## src/rtl/edge_det_pkg.sv

```systemverilog
package edge_det_pkg;

  typedef enum logic [1:0] {
    EDGE_RISE = 2'b00,
    EDGE_FALL = 2'b01,
    EDGE_BOTH = 2'b10,
    EDGE_NONE = 2'b11
  } edge_sel_e;

  localparam int SEL_BITS = 2;

endpackage

```

## src/rtl/edge_cfg_bank.sv

```systemverilog
module edge_cfg_bank
  import edge_det_pkg::*;
#(
  parameter int                NUM_LINES = 256,
  parameter int                DATA_W    = 32,
  parameter int                ADDR_W    = 12,
  parameter logic [ADDR_W-1:0] CTL_OFF   = 12'h780,
  parameter logic [ADDR_W-1:0] SEL_BASE  = 12'h808,
  parameter logic [ADDR_W-1:0] MSK_BASE  = 12'h848
) (
  input  logic                          clk,
  input  logic                          rst_n,
  input  logic                          wr_i,
  input  logic [ADDR_W-1:0]             addr_i,
  input  logic [DATA_W-1:0]             wdata_i,
  output logic [DATA_W-1:0]             rdata_o,
  output logic                          en_o,
  output logic [SEL_BITS*NUM_LINES-1:0] sel_o,
  output logic [NUM_LINES-1:0]          mask_o
);

  localparam int SEL_WORDS = (SEL_BITS * NUM_LINES) / DATA_W;
  localparam int MSK_WORDS = NUM_LINES / DATA_W;
  localparam int SEL_IDX_W = (SEL_WORDS > 1) ? $clog2(SEL_WORDS) : 1;
  localparam int MSK_IDX_W = (MSK_WORDS > 1) ? $clog2(MSK_WORDS) : 1;
  localparam logic [ADDR_W-1:0] SEL_END = SEL_BASE + ADDR_W'(4 * SEL_WORDS);
  localparam logic [ADDR_W-1:0] MSK_END = MSK_BASE + ADDR_W'(4 * MSK_WORDS);

  logic              aligned;
  logic              ctl_hit;
  logic              sel_range;
  logic              msk_range;
  logic [ADDR_W-1:0] sel_off;
  logic [ADDR_W-1:0] msk_off;
  logic [SEL_IDX_W-1:0] sel_idx;
  logic [MSK_IDX_W-1:0] msk_idx;

  always_comb begin
    aligned   = (addr_i[1:0] == 2'b00);
    ctl_hit   = (addr_i == CTL_OFF);
    sel_range = aligned && (addr_i >= SEL_BASE) && (addr_i < SEL_END);
    msk_range = aligned && (addr_i >= MSK_BASE) && (addr_i < MSK_END);
    sel_off   = addr_i - SEL_BASE;
    msk_off   = addr_i - MSK_BASE;
    sel_idx   = sel_off[SEL_IDX_W+1:2];
    msk_idx   = msk_off[MSK_IDX_W+1:2];
  end

  // control register: only bit 0 is stored
  logic en_q, en_d, en_ce;
  logic [DATA_W-2:0] unused_ctl_bits;

  always_comb begin
    en_ce           = wr_i && ctl_hit;
    en_d            = wdata_i[0];
    unused_ctl_bits = wdata_i[DATA_W-1:1];
  end

  always_ff @(posedge clk or negedge rst_n) begin
    if (!rst_n)     en_q <= 1'b0;
    else if (en_ce) en_q <= en_d;
  end

  assign en_o = en_q;

  // selector words
  for (genvar w = 0; w < SEL_WORDS; w++) begin : g_sel
    logic [DATA_W-1:0] word_q;
    logic              word_ce;

    always_comb word_ce = wr_i && sel_range && (sel_idx == SEL_IDX_W'(w));

    always_ff @(posedge clk or negedge rst_n) begin
      if (!rst_n)       word_q <= '0;
      else if (word_ce) word_q <= wdata_i;
    end

    assign sel_o[w*DATA_W +: DATA_W] = word_q;
  end

  // mask words
  for (genvar w = 0; w < MSK_WORDS; w++) begin : g_msk
    logic [DATA_W-1:0] word_q;
    logic              word_ce;

    always_comb word_ce = wr_i && msk_range && (msk_idx == MSK_IDX_W'(w));

    always_ff @(posedge clk or negedge rst_n) begin
      if (!rst_n)       word_q <= '0;
      else if (word_ce) word_q <= wdata_i;
    end

    assign mask_o[w*DATA_W +: DATA_W] = word_q;
  end

  // read mux, unimplemented offsets return zero
  always_comb begin
    rdata_o = '0;
    if (ctl_hit)        rdata_o = {{(DATA_W-1){1'b0}}, en_q};
    else if (sel_range) rdata_o = sel_o[sel_idx*DATA_W +: DATA_W];
    else if (msk_range) rdata_o = mask_o[msk_idx*DATA_W +: DATA_W];
  end

endmodule

```

## src/rtl/edge_lane.sv

```systemverilog
module edge_lane
  import edge_det_pkg::*;
(
  input  logic                clk,
  input  logic                rst_n,
  input  logic                load_en,
  input  logic                cur_i,
  input  logic [SEL_BITS-1:0] sel_i,
  input  logic                mask_i,
  output logic                hit_o
);

  logic prev_q, prev_d;
  logic match;

  always_comb prev_d = load_en ? cur_i : prev_q;

  always_ff @(posedge clk or negedge rst_n) begin
    if (!rst_n) prev_q <= 1'b0;
    else        prev_q <= prev_d;
  end

  always_comb begin
    unique case (edge_sel_e'(sel_i))
      EDGE_RISE: match = !prev_q &&  cur_i;
      EDGE_FALL: match =  prev_q && !cur_i;
      EDGE_BOTH: match =  prev_q ^   cur_i;
      default:   match = 1'b0;
    endcase
    hit_o = match && !mask_i;
  end

endmodule

```

## src/rtl/edge_core.sv

```systemverilog
module edge_core
  import edge_det_pkg::*;
#(
  parameter int NUM_LINES = 256
) (
  input  logic                          clk,
  input  logic                          rst_n,
  input  logic                          en_i,
  input  logic [NUM_LINES-1:0]          line_i,
  input  logic [SEL_BITS*NUM_LINES-1:0] sel_i,
  input  logic [NUM_LINES-1:0]          mask_i,
  output logic [NUM_LINES-1:0]          evt_o,
  output logic                          any_o
);

  logic [NUM_LINES-1:0] hits;

  for (genvar i = 0; i < NUM_LINES; i++) begin : g_lane
    edge_lane u_lane (
      .clk     (clk),
      .rst_n   (rst_n),
      .load_en (en_i),
      .cur_i   (line_i[i]),
      .sel_i   (sel_i[SEL_BITS*i +: SEL_BITS]),
      .mask_i  (mask_i[i]),
      .hit_o   (hits[i])
    );
  end

  // primed: set one cycle after enable, once the previous copies hold real samples
  logic primed_q, primed_d;
  logic [NUM_LINES-1:0] evt_q, evt_d;
  logic any_q, any_d;

  always_comb begin
    primed_d = en_i;
    evt_d    = (en_i && primed_q) ? hits : '0;
    any_d    = |evt_d;
  end

  always_ff @(posedge clk or negedge rst_n) begin
    if (!rst_n) begin
      primed_q <= 1'b0;
      evt_q    <= '0;
      any_q    <= 1'b0;
    end else begin
      primed_q <= primed_d;
      evt_q    <= evt_d;
      any_q    <= any_d;
    end
  end

  assign evt_o = evt_q;
  assign any_o = any_q;

endmodule

```

## src/rtl/trace_edge_detect.sv

```systemverilog
module trace_edge_detect
  import edge_det_pkg::*;
#(
  parameter int NUM_LINES = 256,
  parameter int DATA_W    = 32,
  parameter int ADDR_W    = 12
) (
  input  logic                 clk,
  input  logic                 rst_n,
  input  logic                 reg_wr_i,
  input  logic [ADDR_W-1:0]    reg_addr_i,
  input  logic [DATA_W-1:0]    reg_wdata_i,
  output logic [DATA_W-1:0]    reg_rdata_o,
  input  logic [NUM_LINES-1:0] line_i,
  output logic [NUM_LINES-1:0] evt_o,
  output logic                 any_evt_o
);

  // reset: asserted asynchronously, released on the clock
  logic [1:0] rst_sync_q;
  logic       rst_core_n;

  always_ff @(posedge clk or negedge rst_n) begin
    if (!rst_n) rst_sync_q <= 2'b00;
    else        rst_sync_q <= {rst_sync_q[0], 1'b1};
  end

  assign rst_core_n = rst_sync_q[1];

  logic                          en_w;
  logic [SEL_BITS*NUM_LINES-1:0] sel_w;
  logic [NUM_LINES-1:0]          mask_w;

  edge_cfg_bank #(
    .NUM_LINES (NUM_LINES),
    .DATA_W    (DATA_W),
    .ADDR_W    (ADDR_W)
  ) u_cfg (
    .clk     (clk),
    .rst_n   (rst_core_n),
    .wr_i    (reg_wr_i),
    .addr_i  (reg_addr_i),
    .wdata_i (reg_wdata_i),
    .rdata_o (reg_rdata_o),
    .en_o    (en_w),
    .sel_o   (sel_w),
    .mask_o  (mask_w)
  );

  edge_core #(
    .NUM_LINES (NUM_LINES)
  ) u_core (
    .clk    (clk),
    .rst_n  (rst_core_n),
    .en_i   (en_w),
    .line_i (line_i),
    .sel_i  (sel_w),
    .mask_i (mask_w),
    .evt_o  (evt_o),
    .any_o  (any_evt_o)
  );

endmodule

```

## config.mk

```make
export PLATFORM = sky130hd
export DESIGN_NAME = trace_edge_detect
export DESIGN_NICKNAME = d
export VERILOG_FILES = /design/src/rtl/edge_det_pkg.sv /design/src/rtl/edge_cfg_bank.sv /design/src/rtl/edge_lane.sv /design/src/rtl/edge_core.sv /design/src/rtl/trace_edge_detect.sv
export SDC_FILE = /design/constraint.sdc
export NUM_CORES = 2
export LEC_CHECK = 0
export BUFFER_PORTS_ARGS = -buffer_cell sky130_fd_sc_hd__buf_2
export CORE_MARGIN = 1
export CORE_UTILIZATION = 29
export CTS_BUF_LIST = sky130_fd_sc_hd__clkbuf_4
export DETAILED_ROUTE_END_ITERATION = 6
export PLACE_DENSITY = 0.44
export SETUP_SLACK_MARGIN = 0.3
export SLEW_MARGIN = 20
export SYNTH_ARGS = -nofsm -noshare
export SYNTH_HDL_FRONTEND = slang
export SYNTH_SLANG_ARGS = --single-unit
```

## constraint.sdc

```tcl
create_clock -name clk -period 50.1 [get_ports clk]
set_input_delay 2.505 -clock clk [delete_from_list [all_inputs] [get_ports clk]]
set_output_delay 2.505 -clock clk [all_outputs]
set_load 0.005 [all_outputs]
```

Word level (Yosys, flattened, before mapping)
Cells that the tools add are included.

Eq/ne operators: 535. Multiplexer cells: 260. Shift operators: 2. Reductions and logical operators: 1828. Bitwise operators: 256. $lt $le $gt $ge: 4. $add $sub $neg: 2.

Operators by type and width (number): logical AND 1 bit (800); logical NOT 1 bit (768); case mux 1 bit (3 select lines) (256); logical NOT 2 bit (257); == test 2 x 1 -> 1 bit, second input constant (256); == test 2 bit, second input constant (256); indexed part select 512 x 10 -> 32 bit (1); two-way mux 256 bit (1); OR reduction 256 bit (1); indexed part select 256 x 9 -> 32 bit (1); bitwise XOR 1 bit (256); two-way mux 32 bit (3); == test 4 bit, second input constant (8); >= comparator 12 bit, second input constant (2); < comparator 12 bit, second input constant (2); == test 4 x 3 -> 1 bit, second input constant (4); == test 12 x 11 -> 1 bit, second input constant (1); == test 3 bit, second input constant (4); == test 4 x 2 -> 1 bit, second input constant (2); == test 3 x 2 -> 1 bit, second input constant (2); subtractor 6 x 4 -> 6 bit, second input constant (1); subtractor 5 x 4 -> 5 bit, second input constant (1); == test 4 x 1 -> 1 bit, second input constant (1); logical NOT 4 bit (1); other kinds (2) (2).

Input port bits: 303. Output and inout port bits: 289. Register bits: 1285.

Logic depth before layout (Yosys ltp)
Depth in word-level cells: 6. Gate-level depth with buffers: 11. Gate-level depth less buffers: 9.

Modules after synthesis
Synthesis repeated with hierarchy kept, for this count alone.

Cell total of the unflattened synthesis: 5488. Area total of the unflattened synthesis: 68386.8 um2.

Modules (own cells, without submodules): edge_cfg_bank (instances 1, cells an instance 2269, area an instance 35484.0 um2); edge_lane (instances 256, cells an instance 10, area an instance 93.8 um2); edge_core (instances 1, cells an instance 656, area an instance 8826.0 um2); trace_edge_detect (instances 1, cells an instance 3, area an instance 53.8 um2).

Worst setup path after synthesis
OpenSTA, ideal clock, no wires.

Path type: input to output. Start point: input reg_addr_i[3]. End point: output reg_rdata_o[10]. Slack: 42.790 ns. Cell stages on the path: 7. Arrival time: 4.805 ns. Data required time: 47.595 ns. Path through: clkbuf_1 > clkbuf_1 > buf_1 > mux4_2 > mux4_2 > nand2_1 > o21ai_0.

Cells in the longest elaborated chain, start to end: 6. Elaborated cells on any way between the ends: 16. Those cells by class: add/sub (2); order compare (4); eq/ne (1); shift (2); mux (3); reduce/logical (4).

RTL lines: start: declaration (line trace_edge_detect.sv:11) `input logic [ADDR_W-1:0] reg_addr_i,`; parallel branches: the longest is 5 deep, another holds subtractor 6 x 4 -> 6 bit; two-way mux 32 bit (*) (line edge_cfg_bank.sv:99) `if (ctl_hit) rdata_o = {{(DATA_W-1){1'b0}}, en_q};`; end: declaration (line trace_edge_detect.sv:13) `output logic [DATA_W-1:0] reg_rdata_o,`.

Every way passes the cells marked *.

Worst setup path in the final report
Start point: input reg_addr_i[3]. End point: output reg_rdata_o[13].

Same word-level chain as after synthesis.

==> run metrics <==
YS warnings 0; sequential power share 48.7%; die width 479 um; largest net degree at the start of global routing approximately 170; clock tree buffer depth 4; Sw Pwr 0.659 mW; CP max-delay cell buf_4; total power approximately 2.3 mW; Global Route Usage Sum between 20% and 30%; TritonCTS buffer count between 300 and 400; Mapped Cells 5375; syn_nets 6192; Clock Skews 0.113 ns; vias in the first global route approximately 49000; initial antenna violation count 155; Final Setup Violations 0; Total Routed Length just over 300 mm; switch share roughly 28%; Worst Max-Slew Pin Slew 1.31 ns; DIE HEIGHT about 480 um; Int Power around 1.7 mW; worst path arrival time 7.31 ns; placer congestion estimate 0.907; Sink Count about 1300; endpoint class of the critical path primary output; DRT Pass-1 Iters 6; Max VDD drop approximately 0.023 mV; Initial Util a little under 30%; post_cts resized 0; worst hold-check path type flip-flop to flip-flop; H-tree depth 5; Final Slew Violations 0; Post-synth EDFFs 0; fillers about 23000; logic gate share of total power 8.3%; CTS clk-pin slew, worst paths 0.05 ns; fin crit share 19.6%; reg2reg setup slack approximately 44 ns; outcome finished clean; kind of critical path input pin to primary output; DRT iter0 DRCs approximately 3600; relative slew slack a little under an eighth; Post-Syn Area 65900 um^2; Area Overhead vs Synth 16.7%; Core Footprint ~230000 um^2; slowest stage delay, CP about 0.86 ns; library cells used by synthesis a little under 50; hold_buf cts 0; critical path, cell by cell buf_8 > buf_4 > buf_4 > buf_6 > mux4_2 > mux2i_1 > o21ai_0 > buf_2; power density cells slightly above 30 nW/um^2; critical path launch point type input pin; Seq cells post-synth 1285; layout cells sized above 1 a little over a third; global-route wire length before repair roughly 400 mm; syn_area_per_cell between 10 and 15 um^2; clock power share 42.9%; clock period minus worst slack between 9 and 10 ns; WP data required between 40 and 50 ns; routed len/inst between 30 and 40 um; port bufs between 500 and 600; Die Area 229000 um^2; total gr overflow 0; crit-path most repeated cell buf_4; Post-route DRC 0; Leak 43.2 nW; Setup TNS Final 0 ns; Setup Buffers After CTS 0; # rows 174; RSZ-0062 raised after global routing no; Post-DP HPWL ~230 mm; ys async rst share between 90% and 100%; crit-path max FO between 50 and 60; num ports around 600; TritonCTS clock tree done; max_cap viols 0; Hold Vio Cnt, Final 0; fmax between 100 and 150 MHz; Clk Latency, worst-skew pair 1.38 ns; sequential fraction of the synthesis area between 40% and 50%; Clock Tree Root clkbuf_4; DRT antenna net count 0; Final Util 34.1%; routed via count slightly below 50000; most common flop cell mapped by yosys dfrtp_1; vias per cell 5.24; Final Net Count approximately 7000
## critical path: cells and delay by family
kind / cells / cell delay [ns]
buffers and inverters: 5 / 3.00
AOI/OAI and AO/OA: 1 / 0.55
muxes: 2 / 1.10
## power by group through the flow
stage	Sequential, mW	Combinational (mW)	Clock, mW
6_report	1.13	0.194	0.999
3_3_place_gp	1.15	0.189	0
5_1_grt	1.13	0.221	1.09
3_5_place_dp	1.15	0.195	0
2_1_floorplan	1.14	0.113	0
4_1_cts	1.13	0.197	1.03
## logic make-up (layout without fill, tap and decap cells)
family                     count (synthesis)  in the layout  share of synthesized area (%)
AOI/OAI and AO/OA                       1066           1066                           11.1
xor gates and xnor gates                   2              2                         0.0266
adders and majority gates                514            514                           9.75
buffers and inverters                   1051           2087                           6.18
DFF                                     1285           1285                           48.8
muxes                                   1025           1025                           21.2
other                                      1             67                        0.00569
and+or+nand+nor                          431            431                           2.97
## cell type report
cell class                 instances  area, um^2  area share [%]
inverter                         767        2880            3.74
antenna                           66         165           0.215
clock buffer                     567        4260            5.53
multi-input combinational       3039       29800            38.7
sequential                      1285       32200            41.8
tap                             2992        3740            4.87
clock inverter                    80         323           0.420
timing repair buffer             673        3620            4.71
## cell usage after synthesis (2+ instances only)
library cell | n | area, um^2
nand3b_1 | 6 | 45.0
buf_1 | 11 | 41.3
mux2_1 | 8 | 90.1
mux2i_1 | 34 | 340
a21oi_1 | 2 | 10.0
and4b_1 | 2 | 20.0
o21ai_0 | 536 | 2680
clkbuf_1 | 181 | 679
nand2_2 | 4 | 25.0
dfrtp_1 | 1285 | 32200
or4_1 | 4 | 30.0
mux2_2 | 761 | 8570
buf_4 | 3 | 22.5
o31ai_1 | 21 | 158
buf_2 | 88 | 440
o311a_1 | 234 | 2340
nand2_1 | 310 | 1160
ha_1 | 514 | 6430
a211oi_1 | 240 | 1800
nor4_1 | 65 | 407
nand3_1 | 2 | 10.0
o21bai_1 | 6 | 45.0
a21o_1 | 6 | 45.0
a2111oi_0 | 16 | 140
inv_1 | 767 | 2880
nor2_1 | 5 | 18.8
mux4_2 | 222 | 5000
nor3_1 | 5 | 25.0
nand4_1 | 17 | 106
## registers in the layout, indices dropped and copies added, names as in the netlist
| register | cells |
|---|---|
| u_core.evt_o | 256 |
| u_cfg.g_msk.word_q | 256 |
| u_cfg.en_o | 1 |
| u_core.g_lane.u_lane.prev_q | 256 |
| u_core.primed_q | 1 |
| u_cfg.g_sel.word_q | 512 |
| rst_sync_q | 2 |
| u_core.any_o | 1 |
## stage by stage
stage | setup slack [ns] | hold slack [ns] | cells | area, um^2
floorplan | 11.63 | 0.331 | 5375 | 65900
global placement | 40.05 | 0.338 | 8756 | 72200
detailed placement | 39.96 | 0.340 | 8756 | 72200
CTS | 39.96 | 0.352 | 9403 | 76800
global route | 39.98 | 0.366 | 9437 | 76900
finish | 40.29 | 0.347 | 9469 | 76900
## cell usage in the layout, fill, tap and decap left out, types with 3 or more instances in the layout
| master | n |
|---|---|
| nand4_1 | 17 |
| clkinv_1 | 63 |
| mux4_2 | 222 |
| mux2_1 | 8 |
| nand3b_1 | 6 |
| nor4_2 | 5 |
| o31ai_1 | 21 |
| ha_1 | 513 |
| clkinvlp_4 | 3 |
| nor4_1 | 60 |
| a2111oi_1 | 8 |
| nand2_2 | 4 |
| buf_4 | 78 |
| a211oi_1 | 240 |
| or4_1 | 4 |
| nand2_1 | 309 |
| mux2_2 | 761 |
| o311a_1 | 234 |
| dfrtp_1 | 1283 |
| inv_1 | 767 |
| mux2i_1 | 34 |
| o21bai_1 | 6 |
| o21ai_0 | 535 |
| inv_2 | 5 |
| a21o_1 | 6 |
| clkinv_2 | 9 |
| nor2_1 | 5 |
| a2111oi_0 | 7 |
| diode_2 | 66 |
| clkbuf_4 | 567 |
| buf_2 | 589 |
| nor3_1 | 4 |
## routing by layer
layer | part of all wire [%] | GRT usage [%] | wire length (um) | vias to the layer above
li1 | - | - | - | 21200
met3 | 6.1 | 5.22 | 18500 | 789
met2 | 51 | 45.6 | 153000 | 1955
met5 | 0.12 | 0 | 353 | -
met4 | 7.0 | 16.5 | 21100 | 56
met1 | 36 | 28.9 | 109000 | 25700
## worst paths after layout
path / from / cells after the start / to
setup reg to reg: u_cfg.en_o / 9 / u_core.any_o
hold reg to reg: rst_sync_q[0] / 0 / rst_sync_q[1]
min in group asynchronous: rst_sync_q[1] / 0 / u_cfg.g_msk[2].word_q[14]
max in group asynchronous: rst_sync_q[1] / 5 / u_core.evt_o[210]
hold / removal: rst_sync_q[0] / 0 / rst_sync_q[1]
setup / recovery: reg_addr_i[3] / 8 / reg_rdata_o[13]
No activity file was read; power rests on OpenSTA's default activity.
